File: config.mk
export PLATFORM = sky130hd
export DESIGN_NAME = wm_fifo_req
export DESIGN_NICKNAME = d
export VERILOG_FILES = /design/src/rtl/wm_pkg.sv /design/src/rtl/wm_decode.sv /design/src/rtl/wm_fifo_chan.sv /design/src/rtl/wm_fifo_req.sv
export SDC_FILE = /design/constraint.sdc
export NUM_CORES = 1
export LEC_CHECK = 0
export ABC_AREA = 1
export CELL_PAD_IN_SITES_DETAIL_PLACEMENT = 0
export CELL_PAD_IN_SITES_GLOBAL_PLACEMENT = 1
export CORE_MARGIN = 4
export CORE_UTILIZATION = 40
export CTS_CLUSTER_DIAMETER = 60
export DETAILED_ROUTE_END_ITERATION = 10
export PLACE_DENSITY_LB_ADDON = 0.2
export SYNTH_ARGS = -nofsm -noshare
export SYNTH_HDL_FRONTEND = slang
export SYNTH_SLANG_ARGS = --single-unit
File: constraint.sdc
create_clock -name clk -period 5.2 [get_ports clk]
set_clock_uncertainty 0.05 [all_clocks]
set_input_delay 1.04 -clock clk [delete_from_list [all_inputs] [get_ports clk]]
set_output_delay 1.04 -clock clk [all_outputs]
set_load 0.02 [all_outputs]
File: src/rtl/wm_pkg.sv
package wm_pkg;

    // Watermark code points; the remaining codes are reserved.
    typedef enum logic [2:0] {
        WM_ONE     = 3'b000,
        WM_QUARTER = 3'b100,
        WM_HALF    = 3'b101,
        WM_3QUART  = 3'b110,
        WM_ALL     = 3'b111
    } wm_code_e;

    localparam int WM_CODE_W = 3;

endpackage

File: src/rtl/wm_decode.sv
module wm_decode
    import wm_pkg::*;
#(
    parameter int DEPTH = 16,
    parameter int CNT_W = $clog2(DEPTH + 1)
) (
    input  logic [WM_CODE_W-1:0] code,
    output logic [CNT_W-1:0]     thr
);

    localparam logic [CNT_W-1:0] T_ONE  = CNT_W'(1);
    localparam logic [CNT_W-1:0] T_QTR  = CNT_W'(DEPTH / 4);
    localparam logic [CNT_W-1:0] T_HALF = CNT_W'(DEPTH / 2);
    localparam logic [CNT_W-1:0] T_3Q   = CNT_W'((3 * DEPTH) / 4);
    localparam logic [CNT_W-1:0] T_ALL  = CNT_W'(DEPTH);

    always_comb begin
        case (code)
            WM_QUARTER: thr = T_QTR;
            WM_HALF:    thr = T_HALF;
            WM_3QUART:  thr = T_3Q;
            WM_ALL:     thr = T_ALL;
            default:    thr = T_ONE;   // 000 and reserved codes
        endcase
    end

endmodule

File: src/rtl/wm_fifo_chan.sv
module wm_fifo_chan #(
    parameter int WIDTH       = 8,
    parameter int DEPTH       = 16,
    parameter int CNT_W       = $clog2(DEPTH + 1),
    parameter bit REPORT_FREE = 1'b0
) (
    input  logic             clk,
    input  logic             rst,
    input  logic             err_clr,
    input  logic             push,
    input  logic [WIDTH-1:0] wdata,
    input  logic             pop,
    output logic [WIDTH-1:0] rdata,
    input  logic [CNT_W-1:0] thr,
    output logic             req,
    output logic [CNT_W-1:0] level,
    output logic             ovf,
    output logic             unf
);

    localparam int              PTR_W   = $clog2(DEPTH);
    localparam logic [CNT_W-1:0] DEPTH_C = CNT_W'(DEPTH);

    typedef struct packed {
        logic [PTR_W-1:0] wr;
        logic [PTR_W-1:0] rd;
        logic [CNT_W-1:0] used;
        logic [WIDTH-1:0] rdata;
        logic             req;
        logic             ovf;
        logic             unf;
    } chan_st_t;

    chan_st_t         st_q, st_d;
    logic [WIDTH-1:0] mem_q [DEPTH];

    logic             full, empty, do_push, do_pop;
    logic [CNT_W-1:0] level_d;

    assign full    = (st_q.used == DEPTH_C);
    assign empty   = (st_q.used == '0);
    assign do_push = push && !full && !rst;
    assign do_pop  = pop && !empty && !rst;

    always_comb begin
        st_d = st_q;
        if (do_push) st_d.wr = st_q.wr + 1'b1;
        if (do_pop) begin
            st_d.rd    = st_q.rd + 1'b1;
            st_d.rdata = mem_q[st_q.rd];
        end
        case ({do_push, do_pop})
            2'b10:   st_d.used = st_q.used + 1'b1;
            2'b01:   st_d.used = st_q.used - 1'b1;
            default: st_d.used = st_q.used;
        endcase
        st_d.ovf = (st_q.ovf && !err_clr) || (push && full);
        st_d.unf = (st_q.unf && !err_clr) || (pop && empty);
        if (rst) begin
            st_d.wr    = '0;
            st_d.rd    = '0;
            st_d.used  = '0;
            st_d.rdata = '0;
            st_d.ovf   = 1'b0;
            st_d.unf   = 1'b0;
        end
        level_d  = REPORT_FREE ? (DEPTH_C - st_d.used) : st_d.used;
        st_d.req = (level_d >= thr);
    end

    always_ff @(posedge clk) begin
        st_q <= st_d;
    end

    always_ff @(posedge clk) begin
        if (do_push) mem_q[st_q.wr] <= wdata;
    end

    assign rdata = st_q.rdata;
    assign req   = st_q.req;
    assign level = REPORT_FREE ? (DEPTH_C - st_q.used) : st_q.used;
    assign ovf   = st_q.ovf;
    assign unf   = st_q.unf;

    // occupancy never leaves 0..DEPTH
    a_r1_count_bound: assert property (@(posedge clk) disable iff (rst)
        st_q.used <= DEPTH_C);

    // request matches level against the threshold seen at the last edge
    a_r5_req_level: assert property (@(posedge clk) disable iff (rst)
        1'b1 |=> (req == (level >= $past(thr))));

    // overflowing push changes nothing and raises the flag
    a_r6_ovf_drop: assert property (@(posedge clk) disable iff (rst)
        (push && full && !pop) |=> (ovf && $stable(level)));

    // flags are sticky until cleared
    a_r6_ovf_sticky: assert property (@(posedge clk) disable iff (rst)
        (ovf && !err_clr) |=> ovf);
    a_r7_unf_sticky: assert property (@(posedge clk) disable iff (rst)
        (unf && !err_clr) |=> unf);

    // popping empty keeps the read data
    a_r7_unf_hold: assert property (@(posedge clk) disable iff (rst)
        (pop && empty) |=> (unf && $stable(rdata)));

    // clear without new error drops the flag
    a_r8_clear: assert property (@(posedge clk) disable iff (rst)
        (err_clr && !(push && full)) |=> !ovf);

    // balanced push/pop keeps the level
    a_r9_balanced: assert property (@(posedge clk) disable iff (rst)
        (push && pop && !full && !empty) |=> $stable(level));

endmodule

File: src/rtl/wm_fifo_req.sv
module wm_fifo_req
    import wm_pkg::*;
#(
    parameter int WIDTH = 8,
    parameter int DEPTH = 16,
    parameter int CNT_W = $clog2(DEPTH + 1)
) (
    input  logic                 clk,
    input  logic                 rst,
    input  logic                 err_clr,
    input  logic                 tx_push,
    input  logic [WIDTH-1:0]     tx_wdata,
    input  logic                 tx_pop,
    output logic [WIDTH-1:0]     tx_rdata,
    input  logic [WM_CODE_W-1:0] tx_wm,
    output logic                 tx_req,
    output logic [CNT_W-1:0]     tx_free,
    output logic                 tx_ovf,
    output logic                 tx_unf,
    input  logic                 rx_push,
    input  logic [WIDTH-1:0]     rx_wdata,
    input  logic                 rx_pop,
    output logic [WIDTH-1:0]     rx_rdata,
    input  logic [WM_CODE_W-1:0] rx_wm,
    output logic                 rx_req,
    output logic [CNT_W-1:0]     rx_used,
    output logic                 rx_ovf,
    output logic                 rx_unf
);

    logic [CNT_W-1:0] tx_thr, rx_thr;

    wm_decode #(.DEPTH(DEPTH), .CNT_W(CNT_W)) u_tx_dec (.code(tx_wm), .thr(tx_thr));
    wm_decode #(.DEPTH(DEPTH), .CNT_W(CNT_W)) u_rx_dec (.code(rx_wm), .thr(rx_thr));

    wm_fifo_chan #(.WIDTH(WIDTH), .DEPTH(DEPTH), .CNT_W(CNT_W), .REPORT_FREE(1'b1)) u_tx (
        .clk(clk), .rst(rst), .err_clr(err_clr),
        .push(tx_push), .wdata(tx_wdata), .pop(tx_pop), .rdata(tx_rdata),
        .thr(tx_thr), .req(tx_req), .level(tx_free), .ovf(tx_ovf), .unf(tx_unf)
    );

    wm_fifo_chan #(.WIDTH(WIDTH), .DEPTH(DEPTH), .CNT_W(CNT_W), .REPORT_FREE(1'b0)) u_rx (
        .clk(clk), .rst(rst), .err_clr(err_clr),
        .push(rx_push), .wdata(rx_wdata), .pop(rx_pop), .rdata(rx_rdata),
        .thr(rx_thr), .req(rx_req), .level(rx_used), .ovf(rx_ovf), .unf(rx_unf)
    );

endmodule

==> impl_metrics.toml <==
[timing]
tightest_slew_ns = 0.885
max_slew_margin = 0.408
hold_viol = 0
fin_crit_sh = 0.818
setup_viol = 0
timing.final.max_slew_violations = 0
rsz0062_at_grt = "false"
min_period_ns = 4.25
max_freq_mhz = 235
fin_setup_tns_ns = 0

[setup_path]
cp_max_fo = 9
cp_cell_sequence = "inv_1 > ha_1 > nand2_1 > nor2_1 > ha_1 > nor2_2 > inv_1 > nor2_2 > ha_1 > nand2_1 > inv_1 > nor2_2 > ha_1 > nor2_1 > a21oi_1 > nand2_1 > ha_1 > or2_1 > nand2_1 > inv_1 > ha_1 > a21o_1 > a21oi_1 > o21bai_1"
setup.worst_path.start_class = "register"
cp-endpoint = "u_tx.req"
cp_top_family = "adder cells"
crit_buf_inv = 4
end_kind = "register"
reg2reg_from = "u_tx.st_q[11]"
cp_slowest_cell = "dfxtp_1"
reg2reg_slack_ns = 0.95
timing.rr.end = "u_tx.req"
crit_arrival_ns = 4.60
crit_start = "u_tx.st_q[11]"
slowest_delay_ns = 0.42
cp.required_ns = 5.55
path_depth = 24
worstSetupPathType = "register to register"
ff2ff_path_depth = 24
cp_common_cell = "ha_1"

[floorplanning]
dieHeight_um = 190
core-area_um2 = 32700
rows = 66
io_pins = 61
die_w_um = 190
dieArea_um2 = 36300
initial_core_util = 0.407

[power]
powerDensity_nw_per_um2 = 441
power_leakage_nw = 5.43
ir_drop_mv = 0.226

[grt]
grtUsageTotal = 0.171
grt_pass1_vias = 8303
grt-ovfl-total = 0
antenna_found_initial = 0
grt_max_degree = 65
grt_pass1_wl_um = 48400

[logic_synthesis]
synth_top_area_frac = 0.577
synth_area_per_cell_um2 = 11.0
synthMuxAreaShare = 0
yosys_register_bits = 312
synth_xor_area_frac = 0.00526
yosys-top-cells-area = "edfxtp_1 58%, dfxtp_1 8.4%, nor2_1 6.3%"
syn_inst = 1211
synth.yosys.seq_area_share = 0.661
synth_edf_count = 256
synth.distinct_cells = 35
synth_area_leader_cell = "edfxtp_1"
synth-compound-area-share = 0.0973
async_flop_share = 0
synth-simple-area-share = 0.149
netlist_area_um2 = 13300
synthAdderAreaFrac = 0.0287
synth_top_family_by_area = "simple AND/OR/NAND/NOR gates"
synth_warnings = 0
synth_ff_type = "edfxtp_1"
syn_nets = 1270

[cells_and_area]
final_common_cell = "edfxtp_1"
n_antenna_cell = 0
fin_nets = 1300
drive_above_1_share = 0.0670
syn_to_final_growth_pct = 13.9
final_cell_area_um2 = 15200
mostFrequentLayoutCells = "256 x edfxtp_1, 222 x nor2_1, 162 x nand2_1, 93 x o21ai_0, 79 x nand3_1"

[cts]
cts_resized = 0
htreeDepth = 2
clockRootBuffer = "clkbuf_16"
clkLatencyLatePin_ns = 0.52
ctsLongestPathBuffers = 3
cts_tree = "built"
cts_setup_buffers = 0
clock_sinks = 312
clkTransAtPathRegs_ns = 0.06
ctsHoldBuffers = 0
cts_made_buffers = 35

[drt]
wl_um = 31100
first_pass_iters = 5
drc = 0
postRouteAntennaNets = 0
route.vias.total = 8721
routedWlPerCell_um = 18.2
drtIter0Drc = 868
vias_per_cell = 5.10

[placed_design]
gp_congestion = 0.803
portBuffers = 60
place_area_um2 = 14100
dp_hpwl_um = 19100

[status]
status = "finished, final reports clean"

[flow_run]
drv_cap = 0

[worst_hold_path]
hp-class = "register to register"
## logic make-up after synthesis
| kind of cell | after synthesis |
|---|---|
| AOI/OAI and AO/OA | 224 |
| buffers and inverters | 154 |
| xor gates and xnor gates | 8 |
| adders and majority gates | 30 |
| DFF | 312 |
| and+or+nand+nor | 483 |
## state kept, by name, indices dropped and copies added, names as in the netlist, 5 cells and up, named ones only
| signal | count |
|---|---|
| u_rx.mem_q | 128 |
| u_tx.mem_q | 128 |
| u_tx.st_q | 13 |
| u_rx.rdata | 8 |
| u_rx.st_q | 8 |
| u_tx.rdata | 8 |
| u_rx.level | 5 |
## stage by stage
step | std cells | power (mW) | hold WS [ns] | setup slack (ns) | utilization
floorplan | 1211 | 3.96 | 0.369 | 1.43 | -
global placement | 1646 | 4.39 | 0.382 | 0.549 | 0.430
detailed placement | 1646 | 4.40 | 0.388 | 0.442 | 0.430
CTS | 1710 | 6.76 | 0.394 | 0.885 | 0.464
global route | 1710 | 7.05 | 0.416 | 0.372 | 0.464
finish | 1710 | 6.69 | 0.393 | 0.947 | 0.464
## worst min-delay path by stage
stage | start | endpoint | slack, ns | cells after the start
after floorplan | u_tx.st_q[19] | register | 0.37 | 1
final | u_tx.st_q[19] | register | 0.39 | 1
after global routing | u_tx.st_q[19] | register | 0.42 | 1
after global placement | u_tx.st_q[19] | u_tx.st_q[19] | 0.38 | 1
after detailed placement | u_tx.st_q[19] | u_tx.st_q[19] | 0.39 | 1
after CTS | u_tx.st_q[19] | register | 0.39 | 1
## final cells by class
type | instances | area [µm²]
clock buffers | 45 | 923
clock inverters | 19 | 181
fillers | 3055 | 17500
inverters | 77 | 289
multi-input cells | 745 | 3740
flip-flops and latches | 312 | 8810
well taps | 442 | 553
repair buffers | 70 | 676
## power breakdown
part | internal, mW | switching (mW) | total [mW]
logic | 0.506 | 0.943 | 1.45
registers | 2.81 | 0.0767 | 2.89
clock network | 1.37 | 0.981 | 2.35
## layer usage
layer | up-vias | part of all wire | global-route usage
li1 | 4250 | - | -
met1 | 4223 | 0.49 | 0.269
met2 | 214 | 0.43 | 0.249
met3 | 34 | 0.062 | 0.0287
met4 | 0 | 0.014 | 0.0395
met5 | - | 0 | 0
## Yosys cell counts (7+ instances only)
library cell,count
ha_1,29
inv_2,9
o21ai_1,32
a21oi_1,33
edfxtp_1,256
dfxtp_1,56
clkbuf_1,18
o221ai_1,7
buf_4,30
buf_6,7
nor2_1,222
o21ai_0,93
o211ai_1,51
nand2_1,162
inv_1,68
nand3_1,79
buf_2,21
## worst register-to-register path: stages, from the launching register on
cell      delay (ns)
dfxtp_1         0.42
inv_1           0.08
ha_1            0.22
nand2_1         0.08
nor2_1          0.07
ha_1            0.24
nor2_2          0.25
inv_1           0.11
nor2_2          0.33
ha_1            0.39
nand2_1         0.08
inv_1           0.09
nor2_2          0.05
ha_1            0.26
nor2_1          0.04
a21oi_1         0.11
nand2_1         0.10
ha_1            0.22
or2_1           0.22
nand2_1         0.05
inv_1           0.04
ha_1            0.28
a21o_1          0.17
a21oi_1         0.13
o21bai_1        0.07
Power figures use the tool's default switching activity.
